$ cat src/rtl/fac_pkg.sv
package fac_pkg;

    typedef enum logic {
        PH_LOAD = 1'b0,
        PH_SUM  = 1'b1
    } phase_e;

endpackage

$ cat src/rtl/fac_ctl_fsm.sv
module fac_ctl_fsm
    import fac_pkg::*;
#(
    parameter int DIN_W = 12
) (
    input  logic                    clk,
    input  logic                    rst,
    input  logic                    acc_ctl,
    input  logic signed [DIN_W-1:0] din,
    output phase_e                  ph_q,
    output logic signed [DIN_W-1:0] din_q
);

    phase_e ph_d;

    // Next phase follows the sampled control.
    always_comb begin
        ph_d = ph_q;
        unique case (ph_q)
            PH_LOAD: ph_d = acc_ctl ? PH_SUM : PH_LOAD;
            PH_SUM:  ph_d = acc_ctl ? PH_SUM : PH_LOAD;
        endcase
    end

    // Phase register.
    always_ff @(posedge clk) begin
        if (rst) ph_q <= PH_LOAD;
        else     ph_q <= ph_d;
    end

    // Term captured on the same edge as the control.
    always_ff @(posedge clk) begin
        if (rst) din_q <= '0;
        else     din_q <= din;
    end

endmodule

$ cat src/rtl/fac_sum.sv
module fac_sum
    import fac_pkg::*;
#(
    parameter int DIN_W = 12,
    parameter int ACC_W = 16
) (
    input  logic                    clk,
    input  logic                    rst,
    input  phase_e                  ph_q,
    input  logic signed [DIN_W-1:0] din_q,
    output logic signed [ACC_W-1:0] acc_q
);

    localparam int EXT_W = ACC_W - DIN_W;

    logic signed [ACC_W-1:0] term_ext;
    logic signed [ACC_W-1:0] acc_d;

    generate
        if (EXT_W > 0) begin : g_ext
            assign term_ext = {{EXT_W{din_q[DIN_W-1]}}, din_q};
        end else begin : g_same
            assign term_ext = din_q;
        end
    endgenerate

    always_comb begin
        acc_d = acc_q;
        unique case (ph_q)
            PH_SUM:  acc_d = acc_q + term_ext;
            PH_LOAD: acc_d = term_ext;
        endcase
    end

    always_ff @(posedge clk) begin
        if (rst) acc_q <= '0;
        else     acc_q <= acc_d;
    end

endmodule

$ cat src/rtl/fac_out.sv
module fac_out
    import fac_pkg::*;
#(
    parameter int ACC_W = 16
) (
    input  logic                    clk,
    input  logic                    rst,
    input  phase_e                  ph_q,
    input  logic signed [ACC_W-1:0] acc_q,
    output logic signed [ACC_W-1:0] dout
);

    // Completed total is taken only in the load phase.
    always_ff @(posedge clk) begin
        if (rst) begin
            dout <= '0;
        end else begin
            unique case (ph_q)
                PH_LOAD: dout <= acc_q;
                PH_SUM:  dout <= dout;
            endcase
        end
    end

endmodule

$ cat src/rtl/filt_accum.sv
module filt_accum
    import fac_pkg::*;
#(
    parameter  int DIN_W    = 12,
    parameter  int MAX_TAPS = 16,
    localparam int ACC_W    = DIN_W + $clog2(MAX_TAPS)
) (
    input  logic             clk,
    input  logic             rst,
    input  logic             acc_ctl,
    input  logic [DIN_W-1:0] din,
    output logic [ACC_W-1:0] dout
);

    phase_e                  ph_q;
    logic signed [DIN_W-1:0] din_q;
    logic signed [ACC_W-1:0] acc_q;
    logic signed [ACC_W-1:0] dout_s;

    fac_ctl_fsm #(.DIN_W(DIN_W)) ctl_i (
        .clk     (clk),
        .rst     (rst),
        .acc_ctl (acc_ctl),
        .din     (din),
        .ph_q    (ph_q),
        .din_q   (din_q)
    );

    fac_sum #(.DIN_W(DIN_W), .ACC_W(ACC_W)) sum_i (
        .clk   (clk),
        .rst   (rst),
        .ph_q  (ph_q),
        .din_q (din_q),
        .acc_q (acc_q)
    );

    fac_out #(.ACC_W(ACC_W)) out_i (
        .clk   (clk),
        .rst   (rst),
        .ph_q  (ph_q),
        .acc_q (acc_q),
        .dout  (dout_s)
    );

    assign dout = dout_s;

endmodule

$ cat config.mk
export PLATFORM = sky130hd
export DESIGN_NAME = filt_accum
export DESIGN_NICKNAME = d
export VERILOG_FILES = /design/src/rtl/fac_pkg.sv /design/src/rtl/fac_ctl_fsm.sv /design/src/rtl/fac_sum.sv /design/src/rtl/fac_out.sv /design/src/rtl/filt_accum.sv
export SDC_FILE = /design/constraint.sdc
export NUM_CORES = 1
export LEC_CHECK = 0
export ABC_AREA = 1
export CAP_MARGIN = 15
export CELL_PAD_IN_SITES_DETAIL_PLACEMENT = 2
export CELL_PAD_IN_SITES_GLOBAL_PLACEMENT = 2
export CORE_MARGIN = 5
export CORE_UTILIZATION = 32
export DETAILED_ROUTE_END_ITERATION = 10
export MAX_ROUTING_LAYER = met4
export PLACE_DENSITY_LB_ADDON = 0.1
export SLEW_MARGIN = 25
export SYNTH_ARGS = -nofsm -noshare
export SYNTH_HDL_FRONTEND = slang
export SYNTH_SLANG_ARGS = --single-unit
$ cat constraint.sdc
create_clock -name clk -period 3.25 [get_ports clk]
set_clock_uncertainty 0.2 [all_clocks]
set_input_delay 0.65 -clock clk [delete_from_list [all_inputs] [get_ports clk]]
set_output_delay 0.65 -clock clk [all_outputs]
set_load 0.005 [all_outputs]
* Word-level counts from Yosys, hierarchy flattened
Cells that the tools add are included.
** Cells by class
- Add/subtract/negate cells :: 1
- Multiply operators :: 0
- Divide/modulo/power cells :: 0
- Order comparisons :: 0
- Equal/unequal tests :: 0
- Shifts and indexed selects :: 0
- Multiplexer cells :: 3
- Bitwise operators :: 1
- Reductions and logical operators :: 0
** Operators with widths (count)
- $pmux 16 s2 :: 1
- $add 16x12->16 :: 1
- $mux 16 :: 1
- $mux 1 :: 1
- $not 1->1 :: 1
** Word-level totals
- Register bits :: 45
- Latch bits :: 0
- Bits in writable memories :: 0
- ROM bits :: 0
- Bits of input ports :: 15
- Output and inout bits :: 16
- Word-level logic and storage cells :: 9
- Memories :: 0

* Depth between registers and ports, before layout
Gate-level depths: netlist of the first run.
- Word-level depth :: 2
- Mapped depth :: 12

* Cells and area by module
A second synthesis of the first run with hierarchy kept.
** Unflattened totals
- Cell total of the unflattened synthesis :: 382
- Area, all modules :: 2491.1 sq um
** Modules (own cells, without submodules)
- fac_sum :: instances 1, cells each 241, area each 1451.4 sq um, sequential area each 320.3 sq um
- fac_out :: instances 1, cells each 101, area each 670.6 sq um, sequential area each 320.3 sq um
- fac_ctl_fsm :: instances 1, cells each 40, area each 369.1 sq um, sequential area each 260.2 sq um

* Worst setup path before layout of the first run
No wires, ideal clock.
- Path kind :: register to register
- Start :: register sum_i.acc_q[0]
- End :: register sum_i.acc_q[8]
- Data arrival time :: 1.490 ns
- Required time :: 2.937 ns
- Setup slack :: 1.447 ns
- Cell stages (with the launch flop) :: 10
- Period minus slack after synthesis :: 1.803 ns
- Cell sequence :: dfxtp_1 -> ha_1 -> fa_1 -> nand2_1 -> nand2_1 -> and2_4 -> a21oi_2 -> xnor2_1 -> o21ai_1 -> inv_1
** On the way
- Longest elaborated chain between the ends :: 2
** RTL lines
- start: declaration :: line fac_sum.sv:11 : output logic signed [ACC_W-1:0] acc_q
- start signal: assignment :: line fac_sum.sv:36 : if (rst) acc_q <= '0;
- start signal: assignment :: line fac_sum.sv:37 : else acc_q <= acc_d;
- $add 16x12->16 :: line fac_sum.sv:30 : PH_SUM: acc_d = acc_q + term_ext;
- $pmux 16 s2 :: line fac_sum.sv:29 : unique case (ph_q)
Every way passes these cells.
A chain may end at the register's enable or synchronous reset.

* Worst setup path in the final report of the first run
- Start :: register sum_i.acc_q[0]
- End :: register sum_i.acc_q[10]
The elaborated chain is that of the path after synthesis.

==> results_dict.tcl, run 1 <==
set metrics [dict create \
    cap_violations 0 \
    status "finished, final reports clean" \
    syn2layout_area_growth_pct 20.1 \
    die_h_microns 95.9 \
    synth_cells 351 \
    grtUsageTotal_pct 16.6 \
    fin_crit_sh_pct 62.6 \
    fmax_mhz 492 \
    cts_resized 0 \
    synth_cell_type_count 24 \
    crit_required_ps 3260 \
    synth-xor-area-share_pct 2.97 \
    antenna_cells 0 \
    drive_above_1_share_pct 3.95 \
    synth_top_family_by_area "simple AND/OR/NAND/NOR gates" \
    clkTransAtPathRegs_ps 90 \
    rsz0062_at_grt "false" \
    synthAdderAreaFrac_pct 8.80 \
    hold_violations 0 \
    routedWlPerCell_microns 13.8 \
    multi_input_area_sq_um 1190 \
    grt_pass1_vias 2463 \
    die-area_sq_um 9190 \
    drv_slew 0 \
    portBuffers 30 \
    synth_mux_area_share_pct 0 \
    worstPathMaxFanout 3 \
    fillCellCount 893 \
    peakVddDrop_v 0.000178 \
    avgSynthCellArea_sq_um 6.72 \
    postRouteAntennaNets 0 \
    ys_warn_count 0 \
    clockRootBuffer "clkbuf_8" \
    cts_tree "built" \
    synth_seq_cells 45 \
    dr_total_vias 2240 \
    die_w_microns 95.9 \
    first_pass_iters 4 \
    via_per_inst 4.68 \
    final_area_sq_um 2840 \
    ys_seq_area_share_pct 38.2 \
    core.rowCount 31 \
    cts_max_level 2 \
    place_congestion 0.806 \
    swShare_pct 29.4 \
    cpMaxStageDelayCell "fa_1" \
    nets 410 \
    crit_arrival_ps 2040 \
    dp_hpwl_microns 5190 \
    busiest_layer "met2" \
    path_cells "ha_1 > fa_1 > nand2_1 > nand2_1 > nand3_1 > nand2_1 > nand2_1 > nand3_1 > nand2_1 > nand3_1 > nand2_1 > inv_1" \
    met2_usage_pct 30.3 \
    synth_compound_area_share_pct 8.38 \
    drc 0 \
    postCtsSetupRepairBufs 0 \
    worstSetupEndpointType "flop" \
    drt-initial-drc-count 40 \
    crit_buf_inv 1 \
    postPlaceCellArea_sq_um 2750 \
    critPathTopFamily "simple AND/OR/NAND/NOR gates" \
    overflow 0 \
    p_leak_nw 1.44 \
    clock_latency_ps 300 \
    boundaryPins 31 \
    min_period_ps 2030 \
    clock_sinks 45 \
    crit_type "flop to flop" \
    holdCritPathClass "flop to flop" \
    p_int_mw 0.821 \
    synth_area_sq_um 2360 \
    tns_ps 0 \
    regArea_sq_um 901 \
    start_util_pct 32.7 \
    seqPwrFrac_pct 51.8 \
    cts_buffers 5 \
    relSlewSlack_pct 46.8 \
    cts_hold_buf 0 \
    grt_start_max_net_pins 46 \
    wirelength_microns 6600 \
    crit_path_max_incr_delay_ps 410 \
    p_comb_share_pct 17.4 \
    cp-start-kind "flop" \
    cts_buffer_depth 2 \
    core_sq_um 7210 \
    switching_power_mw 0.342 \
    syn-num-nets 382 \
    synth_simple_gate_area_share_pct 30.5 \
    power_density_nw_per_um2 410 \
    setup_viol 0 \
    clkPwrFrac_pct 30.7 \
    cpMostUsedCell "nand2_1" \
    globalRouteMet3Util_pct 2.66 \
    worst_pin_slew_ps 797 \
    grt_pass1_wl_microns 11500 \
    antenna_found_initial 0 \
    grt_use_met1_pct 18.5 \
]
per-layer routing:
metal	vias to the layer above	wire (microns)
met3	9	136
met1	1082	2820
met5	-	0
met4	0	131
met2	22	3510
li1	1127	-
area by class of cell:
| type | count | area share [%] |
|---|---|---|
| Clock buffer | 5 | 2.43 |
| Clock inverter | 3 | 0.750 |
| Inverter | 56 | 7.41 |
| Multi-Input combinational cell | 239 | 42.1 |
| Sequential cell | 45 | 31.8 |
| Tap cell | 99 | 4.37 |
| Timing Repair Buffer | 32 | 11.1 |
per-stage QoR:
stage                     setup WS (ps)  util, %  instances  hold slack (ps)  power [mW]
after detailed placement           1130     38.1        471              258       0.823
final                              1220     39.3        479              268        1.16
after CTS                          1170     39.3        479              273        1.19
after floorplan                    1450        -        351              243       0.743
after global routing                987     39.3        479              292        1.25
after global placement             1180     38.1        471              256       0.814
path summary, 6_finish.rpt:
path                                     start              end  slack (ps)  cells after the start
worst max-delay path            sum_i.acc_q[0]  sum_i.acc_q[10]        1220                     12
worst min register to register  out_i.dout[12]   out_i.dout[12]         270                      2
worst max register to register  sum_i.acc_q[0]  sum_i.acc_q[10]        1220                     12
worst min-delay path            out_i.dout[12]   out_i.dout[12]         270                      2
worst reg2reg max path: stages (launching register included):
cell and delay, ps:
dfxtp_1 320, ha_1 220, fa_1 410, nand2_1 90
nand2_1 70, nand3_1 70, nand2_1 120, nand2_1 110
nand3_1 70, nand2_1 70, nand3_1 80, nand2_1 80
inv_1 30
power by group through the flow:
stage / Sequential, mW / Clock, mW / Combinational, mW
2_1_floorplan: 0.609 / 0 / 0.135
3_3_place_gp: 0.615 / 0 / 0.199
3_5_place_dp: 0.617 / 0 / 0.206
4_1_cts: 0.604 / 0.379 / 0.209
5_1_grt: 0.608 / 0.404 / 0.235
6_report: 0.603 / 0.358 / 0.203
cell usage in the layout (no fill, tap or decap):
master and instances:
clkinvlp_4 1, buf_4 2, clkdlybuf4s50_1 30, clkbuf_8 5
inv_6 1, and2_4 1, inv_2 1, and2_1 2
a21oi_1 29, o21ai_0 6, nor3_2 1, nand3b_1 1
xnor2_1 2, nand3_1 17, dfxtp_1 45, ha_1 15
o21ai_1 1, a21oi_2 2, nor2_1 42, clkinv_2 1
nor3_1 1, inv_1 55, nand2_1 107, or2_1 2
fa_1 1, xor2_1 6, nand4_1 3
cells in the mapped netlist (all sizes together):
cell      n  area share [%]
nand2   107              17
inv      56             8.9
dfxtp    45              38
nor2     42             6.7
a21oi    31             6.9
nand3    17             3.6
ha       15             8.0
o21ai     7             1.5
clkbuf    6            0.95
xor2      6             2.2
buf       5             1.3
and2      3            0.90
nand4     3            0.80
nor3      2            0.64
or2       2            0.53
xnor2     2            0.74
fa        1            0.85
nand3b    1            0.32
sequential cells by signal (all words and copies together) (netlist names):
signal,flops
out_i.dout,16
sum_i.acc_q,16
ctl_i.ph_q,1
ctl_i.din_q,12
kinds of logic after synthesis:
kind of cell               count (synthesis)
AOI/OAI and AO/OA                         38
xor gates and xnor gates                   8
adders and majority gates                 16
buffers and inverters                     67
DFF                                       45
and+or+nand+nor                          177
Power figures use the tool's default switching activity.
==> inputs of run 2 (changes only) <==
- CORE_UTILIZATION: 32 -> 30
- clock period: 3.25 -> 2 ns (I/O delays scaled with it)
==> run 2 against run 1 <==
Via count decreased by 0.27%. Final cell count rose by 1.5%. First-iteration DRC count down 5.0%. Count of clock-buffer cells in the layout grew 1. Wire length rose by 7.5%. Combinational power increased by 74%. Largest power group unchanged. Register-to-register slack got worse by 1100 ps. Largest cell class unchanged. Critical endpoint is now sum_i.acc_q[13]. Clock power is 99% higher. Maximum frequency grew 8.2%.
==> results_dict.tcl, run 2 (synthesis gave the netlist of run 1 again) <==
set metrics [dict create \
    antenna_found_initial 0 \
    first_pass_iters 4 \
    largestRegisters "out_i.dout x16, sum_i.acc_q x16, ctl_i.din_q x12" \
    hold_violations 0 \
    drive_above_1_share_pct 8.33 \
    cts_buffer_depth 2 \
    hold-worst-slack_ps 272 \
    tns_ps 0 \
    min_period_ps 1880 \
    dp_hpwl_microns 5490 \
    cts_max_level 2 \
    path_cells "ha_1 > or2_1 > nand3b_1 > nand2_2 > nand2_1 > nand2_1 > nand2_1 > nand3_1 > a21oi_1" \
    clock_sinks 45 \
    crit_path_max_incr_delay_ps 340 \
    postRouteAntennaNets 0 \
    crit_required_ps 2040 \
    place_congestion 0.811 \
    cp.depth 9 \
    core.rowCount 32 \
    via_per_inst 4.60 \
    overflow 0 \
    cpMostUsedCell "nand2_1" \
    setup_viol 0 \
    drv_slew 0 \
    fin_crit_sh_pct 93.9 \
    crit_end "sum_i.acc_q[13]" \
    critPathLaunch "sum_i.acc_q[2]" \
    dr_total_vias 2234 \
    holdCritPathClass "flop to flop" \
    status "finished, final reports clean" \
    grtUsageTotal_pct 15.7 \
    power_density_nw_per_um2 696 \
    clockRootBuffer "clkbuf_8" \
    wirelength_microns 7090 \
    reg2reg_from "sum_i.acc_q[2]" \
    start_util_pct 30.7 \
    drt-initial-drc-count 38 \
    worstSetupEndpointType "flop" \
    clock_latency_ps 300 \
    cts_buffers 5 \
    cpMaxStageDelayCell "ha_1" \
    final_area_sq_um 2950 \
    peakVddDrop_v 0.000302 \
    worstReg2RegEnd "sum_i.acc_q[13]" \
    postCtsSetupRepairBufs 0 \
    routedWlPerCell_microns 14.6 \
    drc 0 \
    crit_arrival_ps 1920 \
    worst_pin_slew_ps 261 \
    portBuffers 30 \
    p_leak_nw 1.47 \
    syn2layout_area_growth_pct 24.9 \
    final_common_cell "nand2_1" \
    grt_pass1_wl_microns 12000 \
    core_sq_um 7690 \
    die_w_microns 98.7 \
    boundaryPins 31 \
    crit_type "flop to flop" \
    clkTransAtPathRegs_ps 90 \
    worstPathMaxFanout 3 \
    die_h_microns 98.7 \
    critPathTopFamily "simple AND/OR/NAND/NOR gates" \
    ff2ff_path_depth 9 \
    grt_pass1_vias 2496 \
    crit_buf_inv 0 \
    die-area_sq_um 9740 \
    postPlaceCellArea_sq_um 2790 \
    antenna_cells 0 \
    cap_violations 0 \
    cts_tree "built" \
    reg2reg_slack_ps 120 \
    relSlewSlack_pct 82.6 \
    nets 414 \
    fmax_mhz 532 \
    cp-start-kind "flop" \
    final_cell_mix "nand2_1 (103), inv_1 (55), dfxtp_1 (43), nor2_1 (41), clkdlybuf4s50_1 (30)" \
    grt_start_max_net_pins 46 \
]
==> run 2: routing by layer <==
layer / global-route usage, % / wire, microns
met5: - / 0
met1: 17.4 / 3030
met2: 29.2 / 3810
met3: 2.76 / 153
met4: 3.47 / 104
==> run 2: worst min-delay path by stage <==
stage / from / to / slack [ps] / cells past startpoint
global route: out_i.dout[13] / out_i.dout[13] / 300 / 2
floorplan: sum_i.acc_q[7] / out_i.dout[7] / 240 / 2
detailed placement: out_i.dout[10] / out_i.dout[10] / 260 / 2
global placement: out_i.dout[11] / out_i.dout[11] / 250 / 2
CTS: out_i.dout[13] / out_i.dout[13] / 280 / 2
finish: out_i.dout[13] / out_i.dout[13] / 270 / 2
==> run 2: worst min-delay path, cell delays in order (launching register included) <==
cell,delay (ps)
dfxtp_1,320
nand2_1,60
a21oi_1,50
==> run 2: what timing repair did <==
item / in CTS / in global routing
setup endpoints to repair: 0 / 10
resized for setup: 0 / 16
hold buffers: 0 / 0
==> run 2: layout make-up <==
class	instances	area [sq um]
flip-flops and latches	45	903
fillers	920	4740
inverters	56	210
repair buffers	36	358
well taps	102	128
multi-input cells	239	1240
clock buffers	6	72.6
clock inverters	2	38.8
==> run 2: through the flow <==
stage	power (mW)	util (%)	setup WS, ps	instances
2_1_floorplan	1.21	-	197	351
3_3_place_gp	1.34	36.3	69.4	478
3_5_place_dp	1.35	36.3	32.3	478
4_1_cts	2.08	37.8	5.05	486
5_1_grt	2.18	38.3	-27.3	486
6_report	2.05	38.3	122	486
==> run 2: power breakdown <==
part | internal (mW) | switching (mW)
clock | 0.376 | 0.337
sequential | 0.945 | 0.0386
combinational | 0.158 | 0.196
==> inputs of run 3 (changes only) <==
- RECOVER_POWER: not set -> 25
- clock period: 2 -> 2.15 ns (I/O delays scaled with it)
==> run 3 against run 2 <==
Via count grew 0.45%. Flip-flop and latch count is the same. Die area is the same. Sequential share of layout area grew 0.47 points. Final cell count shrank 0.41%. Highest routed layer unchanged.
==> results_dict.tcl, run 3 (synthesis gave the netlist of run 1 again) <==
set metrics [dict create \
    clockRootBuffer "clkbuf_8" \
    crit_type "flop to flop" \
    reg2reg_slack_ps 170 \
    core_sq_um 7690 \
    core.rowCount 32 \
    nets 412 \
    largestRegisters "out_i.dout x16, sum_i.acc_q x16, ctl_i.din_q x12" \
    cts_max_level 2 \
    clock_latency_ps 300 \
    drive_above_1_share_pct 4.45 \
    routedWlPerCell_microns 14.1 \
    start_util_pct 30.7 \
    cp-start-kind "flop" \
    tns_ps 0 \
    drc 0 \
    cts_hold_buf 0 \
    final_common_cell "nand2_1" \
    holdPathEnd "out_i.dout[13]" \
    path_cells "ha_1 > nand2_1 > inv_1 > nand2_1 > nand2_1 > a21oi_1 > nand2_1 > nand2_1 > nand3_1 > a21oi_1" \
    drt-initial-drc-count 46 \
    worstPathMaxFanout 6 \
    ff2ff_path_depth 10 \
    worstSetupEndpointType "flop" \
    place_congestion 0.805 \
    dp_hpwl_microns 5290 \
    relSlewSlack_pct 61.0 \
    worst_pin_slew_ps 584 \
    hold_violations 0 \
    via_per_inst 4.64 \
    crit_arrival_ps 2010 \
    syn2layout_area_growth_pct 22.7 \
    status "finished, final reports clean" \
    min_period_ps 1980 \
    critPathLaunch "ctl_i.din_q[11]" \
    postRouteAntennaNets 0 \
    cpMostUsedCell "nand2_1" \
    overflow 0 \
    grt_pass1_wl_microns 11500 \
    boundaryPins 31 \
    first_pass_iters 2 \
    die_h_microns 98.7 \
    cts_buffers 5 \
    dr_total_vias 2244 \
    portBuffers 30 \
    cap_violations 0 \
    grtUsageTotal_pct 15.1 \
    rsz0062_at_grt "false" \
    die-area_sq_um 9740 \
    crit_required_ps 2180 \
    antenna_cells 0 \
    holdPathStages 2 \
    power_density_nw_per_um2 659 \
    fmax_mhz 506 \
    fin_crit_sh_pct 91.9 \
    reg2reg_from "ctl_i.din_q[11]" \
    p_leak_nw 1.47 \
    drv_slew 0 \
    holdCritPathClass "flop to flop" \
    die_w_microns 98.7 \
    grt_start_max_net_pins 46 \
    cts_tree "built" \
    clock_sinks 45 \
    crit_path_max_incr_delay_ps 450 \
    cpMaxStageDelayCell "dfxtp_1" \
    grt_pass1_vias 2451 \
    hp-start "out_i.dout[13]" \
    clkTransAtPathRegs_ps 90 \
    p_total_mw 1.91 \
    peakVddDrop_v 0.000294 \
    cts_buffer_depth 2 \
    final_cell_mix "nand2_1 (107), inv_1 (55), dfxtp_1 (45), nor2_1 (42)" \
    hold-worst-slack_ps 268 \
    setup_viol 0 \
    wirelength_microns 6830 \
    worstReg2RegEnd "sum_i.acc_q[13]" \
    antenna_found_initial 0 \
]
[run 3: cell count changes in the layout (fill, tap and decap cells not counted), moves of 2 or more]
cell,previous run,this run
ha_2,3,0
o21ai_0,4,6
nand2_2,4,0
dfxtp_1,43,45
dfxtp_2,2,0
a21oi_2,4,2
buf_4,5,3
o21ai_1,3,1
ha_1,11,15
a21oi_1,27,29
nand2_1,103,107
[run 3: how the worst max path moves through the flow]
stage	slack, ps	cells past startpoint	to
after CTS	120	12	sum_i.acc_q[10]
final	170	10	sum_i.acc_q[13]
after floorplan	350	9	sum_i.acc_q[8]
after global routing	1	10	sum_i.acc_q[13]
after detailed placement	140	12	sum_i.acc_q[10]
after global placement	220	12	sum_i.acc_q[10]
[run 3: per-stage QoR]
| stage | util, % | setup WS, ps | cells | instance area [sq um] |
|---|---|---|---|---|
| floorplan | - | 347 | 351 | 2360 |
| global placement | 36.1 | 220 | 476 | 2780 |
| detailed placement | 36.1 | 136 | 476 | 2780 |
| CTS | 37.6 | 123 | 484 | 2890 |
| global route | 37.7 | 1.47 | 484 | 2900 |
| finish | 37.7 | 173 | 484 | 2900 |
[run 3: worst max-delay path, delay by kind of cell (launching register included)]
| kind | cells | cell delay (ps) |
|---|---|---|
| adders and majority gates | 1 | 340 |
| and+or+nand+nor | 6 | 540 |
| DFF | 1 | 450 |
| AOI/OAI and AO/OA | 2 | 330 |
| buffers and inverters | 1 | 70 |
[run 3: final cells by class]
class	count	area [sq um]
clock buffer	7	86.3
clock inverter	1	30.0
fill	953	4790
inverter	56	210
multi-input combinational	239	1200
sequential	45	901
tap	102	128
timing repair buffer	34	343
[run 3: per-layer routing]
layer	wire length, microns	global-route usage [%]	part of all wire (%)	vias to the layer above
met5	0	-	0	-
met4	146	4.10	2.1	0
met3	151	3.18	2.2	9
met2	3520	27.2	52	26
met1	3010	16.9	44	1077
li1	-	-	-	1132
[run 3: repair_timing]
item                       in CTS  in global routing
resized for setup               0                  1
buffers inserted                0                  0
setup endpoints to repair       0                  1
[run 3: report_power, final]
part / internal (mW) / total (mW) / switching, mW
registers: 0.878 / 0.911 / 0.0327
clock network: 0.380 / 0.683 / 0.303
logic: 0.136 / 0.314 / 0.178
total: 1.39 / 1.91 / 0.513
